`config.mk`:
```
export PLATFORM = sky130hd
export DESIGN_NAME = fdcHostIf
export DESIGN_NICKNAME = d
export VERILOG_FILES = /design/src/rtl/fdcHostPkg.sv /design/src/rtl/fdcHostCtrl.sv /design/src/rtl/fdcHostDatapath.sv /design/src/rtl/fdcHostIf.sv
export SDC_FILE = /design/constraint.sdc
export NUM_CORES = 1
export LEC_CHECK = 0
export BUFFER_PORTS_ARGS = -buffer_cell sky130_fd_sc_hd__buf_2
export CELL_PAD_IN_SITES_DETAIL_PLACEMENT = 1
export CELL_PAD_IN_SITES_GLOBAL_PLACEMENT = 1
export CORE_ASPECT_RATIO = 1.75
export CORE_UTILIZATION = 35
export CTS_CLUSTER_DIAMETER = 120
export DETAILED_ROUTE_END_ITERATION = 6
export GPL_TIMING_DRIVEN = 0
export PLACE_DENSITY = 0.84
export SKIP_CTS_REPAIR_TIMING = 1
export SYNTH_ARGS = -nofsm -noshare
export SYNTH_HDL_FRONTEND = slang
export SYNTH_HIERARCHICAL = 1
export SYNTH_SLANG_ARGS = --single-unit
```
`constraint.sdc`:
```
create_clock -name clk -period 1.7 [get_ports clk]
set_input_delay 0.085 -clock clk [delete_from_list [all_inputs] [get_ports clk]]
set_output_delay 0.085 -clock clk [all_outputs]
set_load 0.02 [all_outputs]
```
`src/rtl/fdcHostPkg.sv`:
```
package fdcHostPkg;
  localparam int DATA_W = 8;
  localparam int ADDR_W = 2;

  // register addresses (read and write maps share indices)
  localparam logic [ADDR_W-1:0] REG_CTRL   = 2'd0;
  localparam logic [ADDR_W-1:0] REG_TRACK  = 2'd1;
  localparam logic [ADDR_W-1:0] REG_SECTOR = 2'd2;
  localparam logic [ADDR_W-1:0] REG_DATA   = 2'd3;

  // status bit positions
  localparam int ST_BUSY = 0;
  localparam int ST_DRQ  = 1;
  localparam int ST_LOST = 2;

  typedef struct packed {
    logic rdStatus;
    logic rdData;
    logic wrCmd;
    logic wrTrack;
    logic wrSector;
    logic wrData;
  } hostStrobes_t;
endpackage

```
`src/rtl/fdcHostCtrl.sv`:
```
module fdcHostCtrl
  import fdcHostPkg::*;
#(
  parameter int AW = ADDR_W
) (
  input  logic          clk,
  input  logic          rstN,
  input  logic          csN,
  input  logic          rwN,
  input  logic [AW-1:0] addr,
  output logic          busOe,
  output hostStrobes_t  strobes
);
  localparam int N_REGS = 1 << AW;

  logic csPrevN;
  logic accessPulse;
  logic [N_REGS-1:0] sel;

  always_ff @(posedge clk or negedge rstN) begin
    if (!rstN) csPrevN <= 1'b1;
    else       csPrevN <= csN;
  end

  // one pulse per falling edge of chip select
  assign accessPulse = csPrevN & ~csN;
  assign busOe = ~csN & rwN;

  genvar gi;
  generate
    for (gi = 0; gi < N_REGS; gi++) begin : gSel
      assign sel[gi] = accessPulse && (addr == AW'(gi));
    end
  endgenerate

  always_comb begin
    strobes          = '0;
    strobes.rdStatus = sel[REG_CTRL]   &  rwN;
    strobes.rdData   = sel[REG_DATA]   &  rwN;
    strobes.wrCmd    = sel[REG_CTRL]   & ~rwN;
    strobes.wrTrack  = sel[REG_TRACK]  & ~rwN;
    strobes.wrSector = sel[REG_SECTOR] & ~rwN;
    strobes.wrData   = sel[REG_DATA]   & ~rwN;
  end

  // an access never lasts two cycles
  a_r2_single_pulse: assert property (@(posedge clk) disable iff (!rstN)
    accessPulse |=> !accessPulse);
  // no write strobe while the bus is driven outward
  a_r1_no_write_when_driving: assert property (@(posedge clk) disable iff (!rstN)
    busOe |-> !(strobes.wrCmd || strobes.wrTrack || strobes.wrSector || strobes.wrData));
endmodule

```
`src/rtl/fdcHostDatapath.sv`:
```
module fdcHostDatapath
  import fdcHostPkg::*;
#(
  parameter int DW = DATA_W,
  parameter int AW = ADDR_W
) (
  input  logic          clk,
  input  logic          rstN,
  input  hostStrobes_t  strobes,
  input  logic          busOe,
  input  logic [AW-1:0] addr,
  input  logic [DW-1:0] busIn,
  output logic [DW-1:0] busOut,
  input  logic          asmStrobe,
  input  logic [DW-1:0] asmByte,
  input  logic          cmdDone,
  output logic          drq,
  output logic          intrq,
  output logic [DW-1:0] cmdValue,
  output logic          cmdPulse,
  output logic [DW-1:0] trackValue,
  output logic [DW-1:0] sectorValue,
  output logic [DW-1:0] hostByte
);
  logic [DW-1:0] dataReg;
  logic busy, lostData;
  logic [DW-1:0] statusByte;

  // host-written registers
  always_ff @(posedge clk or negedge rstN) begin
    if (!rstN) begin
      cmdValue    <= '0;
      cmdPulse    <= 1'b0;
      trackValue  <= '0;
      sectorValue <= '0;
      hostByte    <= '0;
    end else begin
      cmdPulse <= strobes.wrCmd;
      if (strobes.wrCmd)    cmdValue    <= busIn;
      if (strobes.wrTrack)  trackValue  <= busIn;
      if (strobes.wrSector) sectorValue <= busIn;
      if (strobes.wrData)   hostByte    <= busIn;
    end
  end

  // disk-side byte handshake
  always_ff @(posedge clk or negedge rstN) begin
    if (!rstN) begin
      dataReg  <= '0;
      drq      <= 1'b0;
      lostData <= 1'b0;
    end else begin
      if (asmStrobe) dataReg <= asmByte;
      if (asmStrobe)                          drq <= 1'b1;
      else if (strobes.rdData || strobes.wrCmd) drq <= 1'b0;
      if (strobes.wrCmd)                              lostData <= 1'b0;
      else if (asmStrobe && drq && !strobes.rdData)   lostData <= 1'b1;
    end
  end

  // command lifecycle
  always_ff @(posedge clk or negedge rstN) begin
    if (!rstN) begin
      busy  <= 1'b0;
      intrq <= 1'b0;
    end else begin
      if (strobes.wrCmd)         intrq <= 1'b0;
      else if (cmdDone)          intrq <= 1'b1;
      else if (strobes.rdStatus) intrq <= 1'b0;
      if (strobes.wrCmd)  busy <= 1'b1;
      else if (cmdDone)   busy <= 1'b0;
    end
  end

  always_comb begin
    statusByte          = '0;
    statusByte[ST_BUSY] = busy;
    statusByte[ST_DRQ]  = drq;
    statusByte[ST_LOST] = lostData;
  end

  always_comb begin
    busOut = '0;
    if (busOe) begin
      unique case (addr)
        REG_CTRL:   busOut = statusByte;
        REG_TRACK:  busOut = trackValue;
        REG_SECTOR: busOut = sectorValue;
        default:    busOut = dataReg;
      endcase
    end
  end

  // a strobe always leaves a request pending
  a_r4_strobe_sets_drq: assert property (@(posedge clk) disable iff (!rstN)
    asmStrobe |=> drq);
  // a data read with no new byte drops the request
  a_r4_read_clears_drq: assert property (@(posedge clk) disable iff (!rstN)
    (strobes.rdData && !asmStrobe) |=> !drq);
  // overrun is flagged
  a_r5_overrun_flag: assert property (@(posedge clk) disable iff (!rstN)
    (asmStrobe && drq && !strobes.rdData && !strobes.wrCmd) |=> lostData);
  // completion raises the interrupt unless a command is written
  a_r7_done_sets_irq: assert property (@(posedge clk) disable iff (!rstN)
    (cmdDone && !strobes.wrCmd) |=> (intrq && !busy));
  // status read without completion clears the interrupt
  a_r8_status_clears_irq: assert property (@(posedge clk) disable iff (!rstN)
    (strobes.rdStatus && !cmdDone) |=> !intrq);
  // command write leaves busy set and a one-cycle pulse
  a_r9_cmd_effects: assert property (@(posedge clk) disable iff (!rstN)
    strobes.wrCmd |=> (busy && cmdPulse && !lostData && !intrq));
endmodule

```
`src/rtl/fdcHostIf.sv`:
```
module fdcHostIf
  import fdcHostPkg::*;
#(
  parameter int DW = DATA_W,
  parameter int AW = ADDR_W
) (
  input  logic          clk,
  input  logic          rstN,
  input  logic          csN,
  input  logic          rwN,
  input  logic [AW-1:0] addr,
  input  logic [DW-1:0] busIn,
  output logic [DW-1:0] busOut,
  output logic          busOe,
  input  logic          asmStrobe,
  input  logic [DW-1:0] asmByte,
  input  logic          cmdDone,
  output logic          drq,
  output logic          intrq,
  output logic [DW-1:0] cmdValue,
  output logic          cmdPulse,
  output logic [DW-1:0] trackValue,
  output logic [DW-1:0] sectorValue,
  output logic [DW-1:0] hostByte
);
  hostStrobes_t strobes;

  fdcHostCtrl #(.AW(AW)) uCtrl (
    .clk(clk), .rstN(rstN), .csN(csN), .rwN(rwN), .addr(addr),
    .busOe(busOe), .strobes(strobes)
  );

  fdcHostDatapath #(.DW(DW), .AW(AW)) uData (
    .clk(clk), .rstN(rstN), .strobes(strobes), .busOe(busOe), .addr(addr),
    .busIn(busIn), .busOut(busOut), .asmStrobe(asmStrobe), .asmByte(asmByte),
    .cmdDone(cmdDone), .drq(drq), .intrq(intrq), .cmdValue(cmdValue),
    .cmdPulse(cmdPulse), .trackValue(trackValue), .sectorValue(sectorValue),
    .hostByte(hostByte)
  );
endmodule

```
==> impl_metrics.ini, run 1 <==
[synth]
yosysUniqueCellTypes = 24
syn_inst = 135
yosys.area.top_type = dfrtp_1
ys.flop_type = dfrtp_1
synth-edff-count = 0
synth_area_leaders = dfrtp_1 (57%), mux2_2 (23%), mux4_1 (2.7%), mux2i_1 (2.5%), a211oi_1 (1.9%)
synth.top_cells.by_count = dfrtp_1 (45), mux2_2 (40), a21oi_1 (7)
seq_area_frac_synth_pct = 58.6
synth_nets = 159
netlist_area_um2 = 1970
ys_ff_latch = 46
syn_area_per_cell_um2 = 14.6
synth_top_area_share_pct = 57.2
yosysWarnings = 6
synth_most_common_cell = dfrtp_1
synth-async-reset-ratio_pct = 100

[timing]
tightest_slew_ns = 1.04
max_freq_mhz = 573
relSlewSlack_pct = 30.8
finalHoldViolations = 45
finClkSkew_ns = 0.00613
fin_crit_ns = 1.75
min_period_over_period_pct = 103
finalMaxSlewViolations = 0
fin_hold_ws_ns = -0.0349
rsz0062_at_grt = true
worst_slack_ns = -0.0461
setup_viol = 15

[detailed_routing]
wl_per_cell_um = 16.9
wirelength_um = 4910
ant_nets = 0
via_count = 1417
initialDrtViolationCount = 16
vias_per_cell = 4.89
drc = 0
drtPass1Iterations = 4

[floorplanning]
dieHeight_um = 101
core_area_um2 = 5340
die-area_um2 = 5940
pin_count = 68
fp.dieW_um = 58.7
row_count = 35
start_util_pct = 36.8

[clock_network]
cts_root_buf = clkbuf_8
cts_tree = yes
path_clk_slew_ns = 0.08
clkSinkCount = 46
cts_buffer_depth = 2
clkLatencyLatePin_ns = 0.30
ctsHtreeMaxLevel = 2
numCtsBuffers = 5

[worst_setup_path]
path_cells = or3b_4, nor3_4, buf_4, mux2_4
path_max_fanout = 4
end_kind = register
worst_r2r_endpoint = uData/cmdValue[1]
crit_buf_inv = 1
arrival_ns = 1.93
crit_family = simple AND/OR/NAND/NOR gates
cp-start-kind = register
path_class = register to register
endpoint = uData/cmdValue[1]
reg2regPathDepth = 4
slowest_delay_ns = 0.54
cp-startpoint = uCtrl/csPrevN
regToRegStartpoint = uCtrl/csPrevN
reg2reg_slack_ns = -0.05
critical_path_required_ns = 1.89
critical_path_cell_count = 4
slowest_stage = dfstp_2

[layout]
fin_nets = 239
seq_area_um2 = 1150
multi_input_area_um2 = 820
drive_gt1_share_pct = 61.1
area_delta_synth_final_pct = 33.1
diodes = 0
fillCellCount = 594
utilization_pct = 49.0

[placement]
gp_congestion = 0.715
portBuffers = 66
post-dp-hpwl_um = 3610

[power]
p_total_mw = 3.08
p_leak_nw = 1.28
vdd_ir_drop_max_mv = 0.663
powerDensity_nw_per_um2 = 1180

[min_path]
hp-class = input pin to asynchronous set/reset pin

[flow_run]
drv_cap = 0

[global_routing]
first_global_vias = 1360
grt_usage_pct = 17.6
overflow = 0
grt_max_degree = 47
grt_pass1_wl_um = 7550
antenna_found_initial = 0

[run_status]
violations = hold timing, setup timing
outcome = complete, but fails checks
layer usage:
layer,GRT usage (%),wire [µm],vias to the layer above
met1,21.1,1950,724
met3,3.07,159,7
met4,6.59,87,0
li1,-,-,645
met2,30.9,2720,41
met5,0,0,-
stage by stage:
| stage | std cells | setup TNS (ns) | setup WS [ns] | cell area [µm²] |
|---|---|---|---|---|
| final | 290 | -0.403 | -0.0461 | 2620 |
| after global routing | 290 | -1.25 | -0.106 | 2620 |
| after CTS | 283 | -1.91 | -0.188 | 2550 |
| after detailed placement | 275 | -1.75 | -0.175 | 2440 |
| after global placement | 275 | -1.12 | -0.140 | 2440 |
| after floorplan | 135 | -0.291 | -0.0416 | 2010 |
state kept, by name, summed over array words and instances (netlist names), 8 cells and up:
signal             cells
uData/dataReg          8
uData/sectorValue      8
uData/cmdValue         8
uData/hostByte         8
uData/trackValue       8
layout by cell type, fill, tap and decap left out, drive strengths merged, types with 3 or more instances in the layout:
master / instances
inv: 3
clkbuf: 7
nor2: 3
and2: 3
a21oi: 7
dfrtp: 45
mux2: 40
a211oi: 5
buf: 78
mux4: 3
mux2i: 5
logic make-up after synthesis:
family,after synthesis,synth area share (%)
and+or+nand+nor,18,5.72
AOI/OAI and AO/OA,13,4.07
muxes,48,29.2
buffers and inverters,10,2.42
DFF,46,58.6
report_power, final:
| part | switching (mW) | internal, mW |
|---|---|---|
| Combinational | 0.464 | 0.375 |
| Sequential | 0.136 | 1.30 |
| Clock | 0.373 | 0.439 |
| Total | 0.973 | 2.11 |
worst min path at each step:
| stage | to | startpoint | slack [ns] | cells past startpoint |
|---|---|---|---|---|
| 2_1_floorplan | uData/busy | rstN | -0.21 | 0 |
| 3_3_place_gp | uCtrl/csPrevN | csN | 0.22 | 1 |
| 3_5_place_dp | uCtrl/csPrevN | csN | 0.23 | 1 |
| 4_1_cts | uCtrl/csPrevN | csN | -0.09 | 1 |
| 5_1_grt | uData/dataReg[5] | asmByte[5] | 0.02 | 2 |
| 6_report | uData/drq | rstN | -0.03 | 1 |
final cells by class:
type,count,area share (%)
sequential,46,44.0
multi-input combinational,79,31.3
timing repair buffer,73,14.7
tap,74,3.53
clock buffer,6,2.77
buffer,7,1.86
clock inverter,2,1.43
inverter,3,0.430
Power figures use the tool's default switching activity.
==> inputs of run 2 (changes only) <==
--- a/config.mk
+++ b/config.mk
@@ -9,11 +9,11 @@
 export CELL_PAD_IN_SITES_DETAIL_PLACEMENT = 1
 export CELL_PAD_IN_SITES_GLOBAL_PLACEMENT = 1
 export CORE_ASPECT_RATIO = 1.75
-export CORE_UTILIZATION = 35
+export CORE_UTILIZATION = 30
 export CTS_CLUSTER_DIAMETER = 120
 export DETAILED_ROUTE_END_ITERATION = 6
 export GPL_TIMING_DRIVEN = 0
-export PLACE_DENSITY = 0.84
+export PLACE_DENSITY = 0.64
 export SKIP_CTS_REPAIR_TIMING = 1
 export SYNTH_ARGS = -nofsm -noshare
 export SYNTH_HDL_FRONTEND = slang
==> run 2 against run 1 <==
  * The run still ends with hold timing, setup timing left
  * Die area increased by 16%
  * Via count fell by 0.56%
  * First-iteration DRC count grew 130%
  * Wire length increased by 5.2%
  * Count of clock-buffer cells in the layout grew 1
  * Total power decreased by 4.2%
==> impl_metrics.ini, run 2 (same netlist as run 1, synthesis figures left out) <==
[global_routing]
grt_max_degree = 47
antenna_found_initial = 0
grt_pass1_wl_um = 7740
grt_usage_pct = 15.7
overflow = 0
first_global_vias = 1389

[layout]
post-route-cell-area_um2 = 2610
diodes = 0
final_common_cell = buf_2
fin_nets = 238
drive_gt1_share_pct = 60.5
final_cell_mix = buf_2 (67), dfrtp_1 (45), mux2_2 (32), mux2_4 (8), a21oi_1 (7)
area_delta_synth_final_pct = 32.4
utilization_pct = 41.5

[timing]
tightest_slew_ns = 1.04
finalMaxSlewViolations = 0
worst_slack_ns = -0.144
fin_crit_ns = 1.84
max_freq_mhz = 542
finalHoldViolations = 45
fin_hold_ws_ns = -0.0414
finClkSkew_ns = 0.00715
min_period_over_period_pct = 108
relSlewSlack_pct = 30.9
rsz0062_at_grt = true
setup_viol = 17

[floorplanning]
core_area_um2 = 6280
pin_count = 68
start_util_pct = 31.4
fp.dieW_um = 63.2
die-area_um2 = 6900
row_count = 38
dieHeight_um = 109

[clock_network]
clkSinkCount = 46
cts_root_buf = clkbuf_8
cts_tree = yes
path_clk_slew_ns = 0.09
cts_buffer_depth = 2
numCtsBuffers = 5
clkLatencyLatePin_ns = 0.29
ctsHtreeMaxLevel = 2

[placement]
placed_area_um2 = 2440
post-dp-hpwl_um = 3630
gp_congestion = 0.729
portBuffers = 66
dp_slack_ns = -0.201

[worst_setup_path]
path_class = register to register
regToRegStartpoint = uCtrl/csPrevN
arrival_ns = 2.02
reg2reg_slack_ns = -0.14
path_max_fanout = 9
worst_r2r_endpoint = uData/cmdValue[1]
end_kind = register
cp-startpoint = uCtrl/csPrevN
cp-start-kind = register
reg2regPathDepth = 4
critical_path_required_ns = 1.88

[detailed_routing]
wirelength_um = 5170
ant_nets = 0
via_count = 1409
drc = 0
drtPass1Iterations = 4
wl_per_cell_um = 17.5
initialDrtViolationCount = 36
vias_per_cell = 4.78

[power]
clock_power_share_pct = 23.3
p_leak_nw = 1.27
p_sw_uw = 953
swShare_pct = 32.3
power_frac_comb_pct = 28.5
sequentialPowerShare_pct = 48.2
powerDensity_nw_per_um2 = 1130
p_total_mw = 2.95
vdd_ir_drop_max_mv = 0.479
p_int_mw = 2.00

[run_status]
violations = hold timing, setup timing
outcome = complete, but fails checks

[flow_run]
drv_cap = 0

[min_path]
hp-class = input pin to asynchronous set/reset pin
## run 2: cell count changes in the layout (fill, tap and decap cells not counted)
cell,change
buf_2,-2
buf_4,-1
buf_6,-1
clkbuf_8,+1
clkinv_2,+1
clkinvlp_4,-1
clkbuf_4,+2
dlygate4sd3_1,+1
bufinv_16,-1
## run 2: worst max-delay path by stage
stage,to
6_report,uData/cmdValue[1]
5_1_grt,uData/cmdValue[1]
4_1_cts,uData/cmdValue[1]
3_5_place_dp,uData/cmdValue[5]
3_3_place_gp,uData/cmdValue[1]
2_1_floorplan,uData/cmdValue[0]
## run 2: final cells by class
| class | instances | area, µm² |
|---|---|---|
| Sequential cell | 46 | 1150 |
| Multi-Input combinational cell | 79 | 820 |
| Clock buffer | 7 | 86.3 |
| Buffer | 7 | 50.0 |
| Inverter | 3 | 11.3 |
| Tap cell | 80 | 100 |
| Clock inverter | 1 | 5.00 |
| Fill cell | 701 | 3670 |
| Timing Repair Buffer | 72 | 380 |
## run 2: worst max-delay path: stages, from the launching register on
cell	delay, ns
dfstp_2	0.54
or3b_4	0.41
nor3_4	0.23
buf_6	0.22
mux2_4	0.31
## run 2: stage by stage
stage | std cells | setup TNS (ns)
2_1_floorplan | 135 | -0.291
3_3_place_gp | 281 | -1.69
3_5_place_dp | 281 | -2.09
4_1_cts | 289 | -2.34
5_1_grt | 295 | -2.78
6_report | 295 | -1.26
## run 2: routing by layer
metal  wire length, µm  up-vias  track usage, %  part of all wire [%]
li1                  -      643               -                     -
met3               157        5            3.24                   3.0
met5                 0        -               0                     0
met4                68        0            6.82                   1.3
met2              2970       33            28.0                    57
met1              1980      728            17.8                    38
## run 2: power groups by stage
stage | Sequential [mW] | Clock (mW) | Combinational [mW]
6_report | 1.42 | 0.689 | 0.841
5_1_grt | 1.46 | 0.761 | 0.902
4_1_cts | 1.43 | 0.716 | 0.840
3_5_place_dp | 1.45 | 0 | 0.839
3_3_place_gp | 1.45 | 0 | 0.824
2_1_floorplan | 1.65 | 0 | 0.297
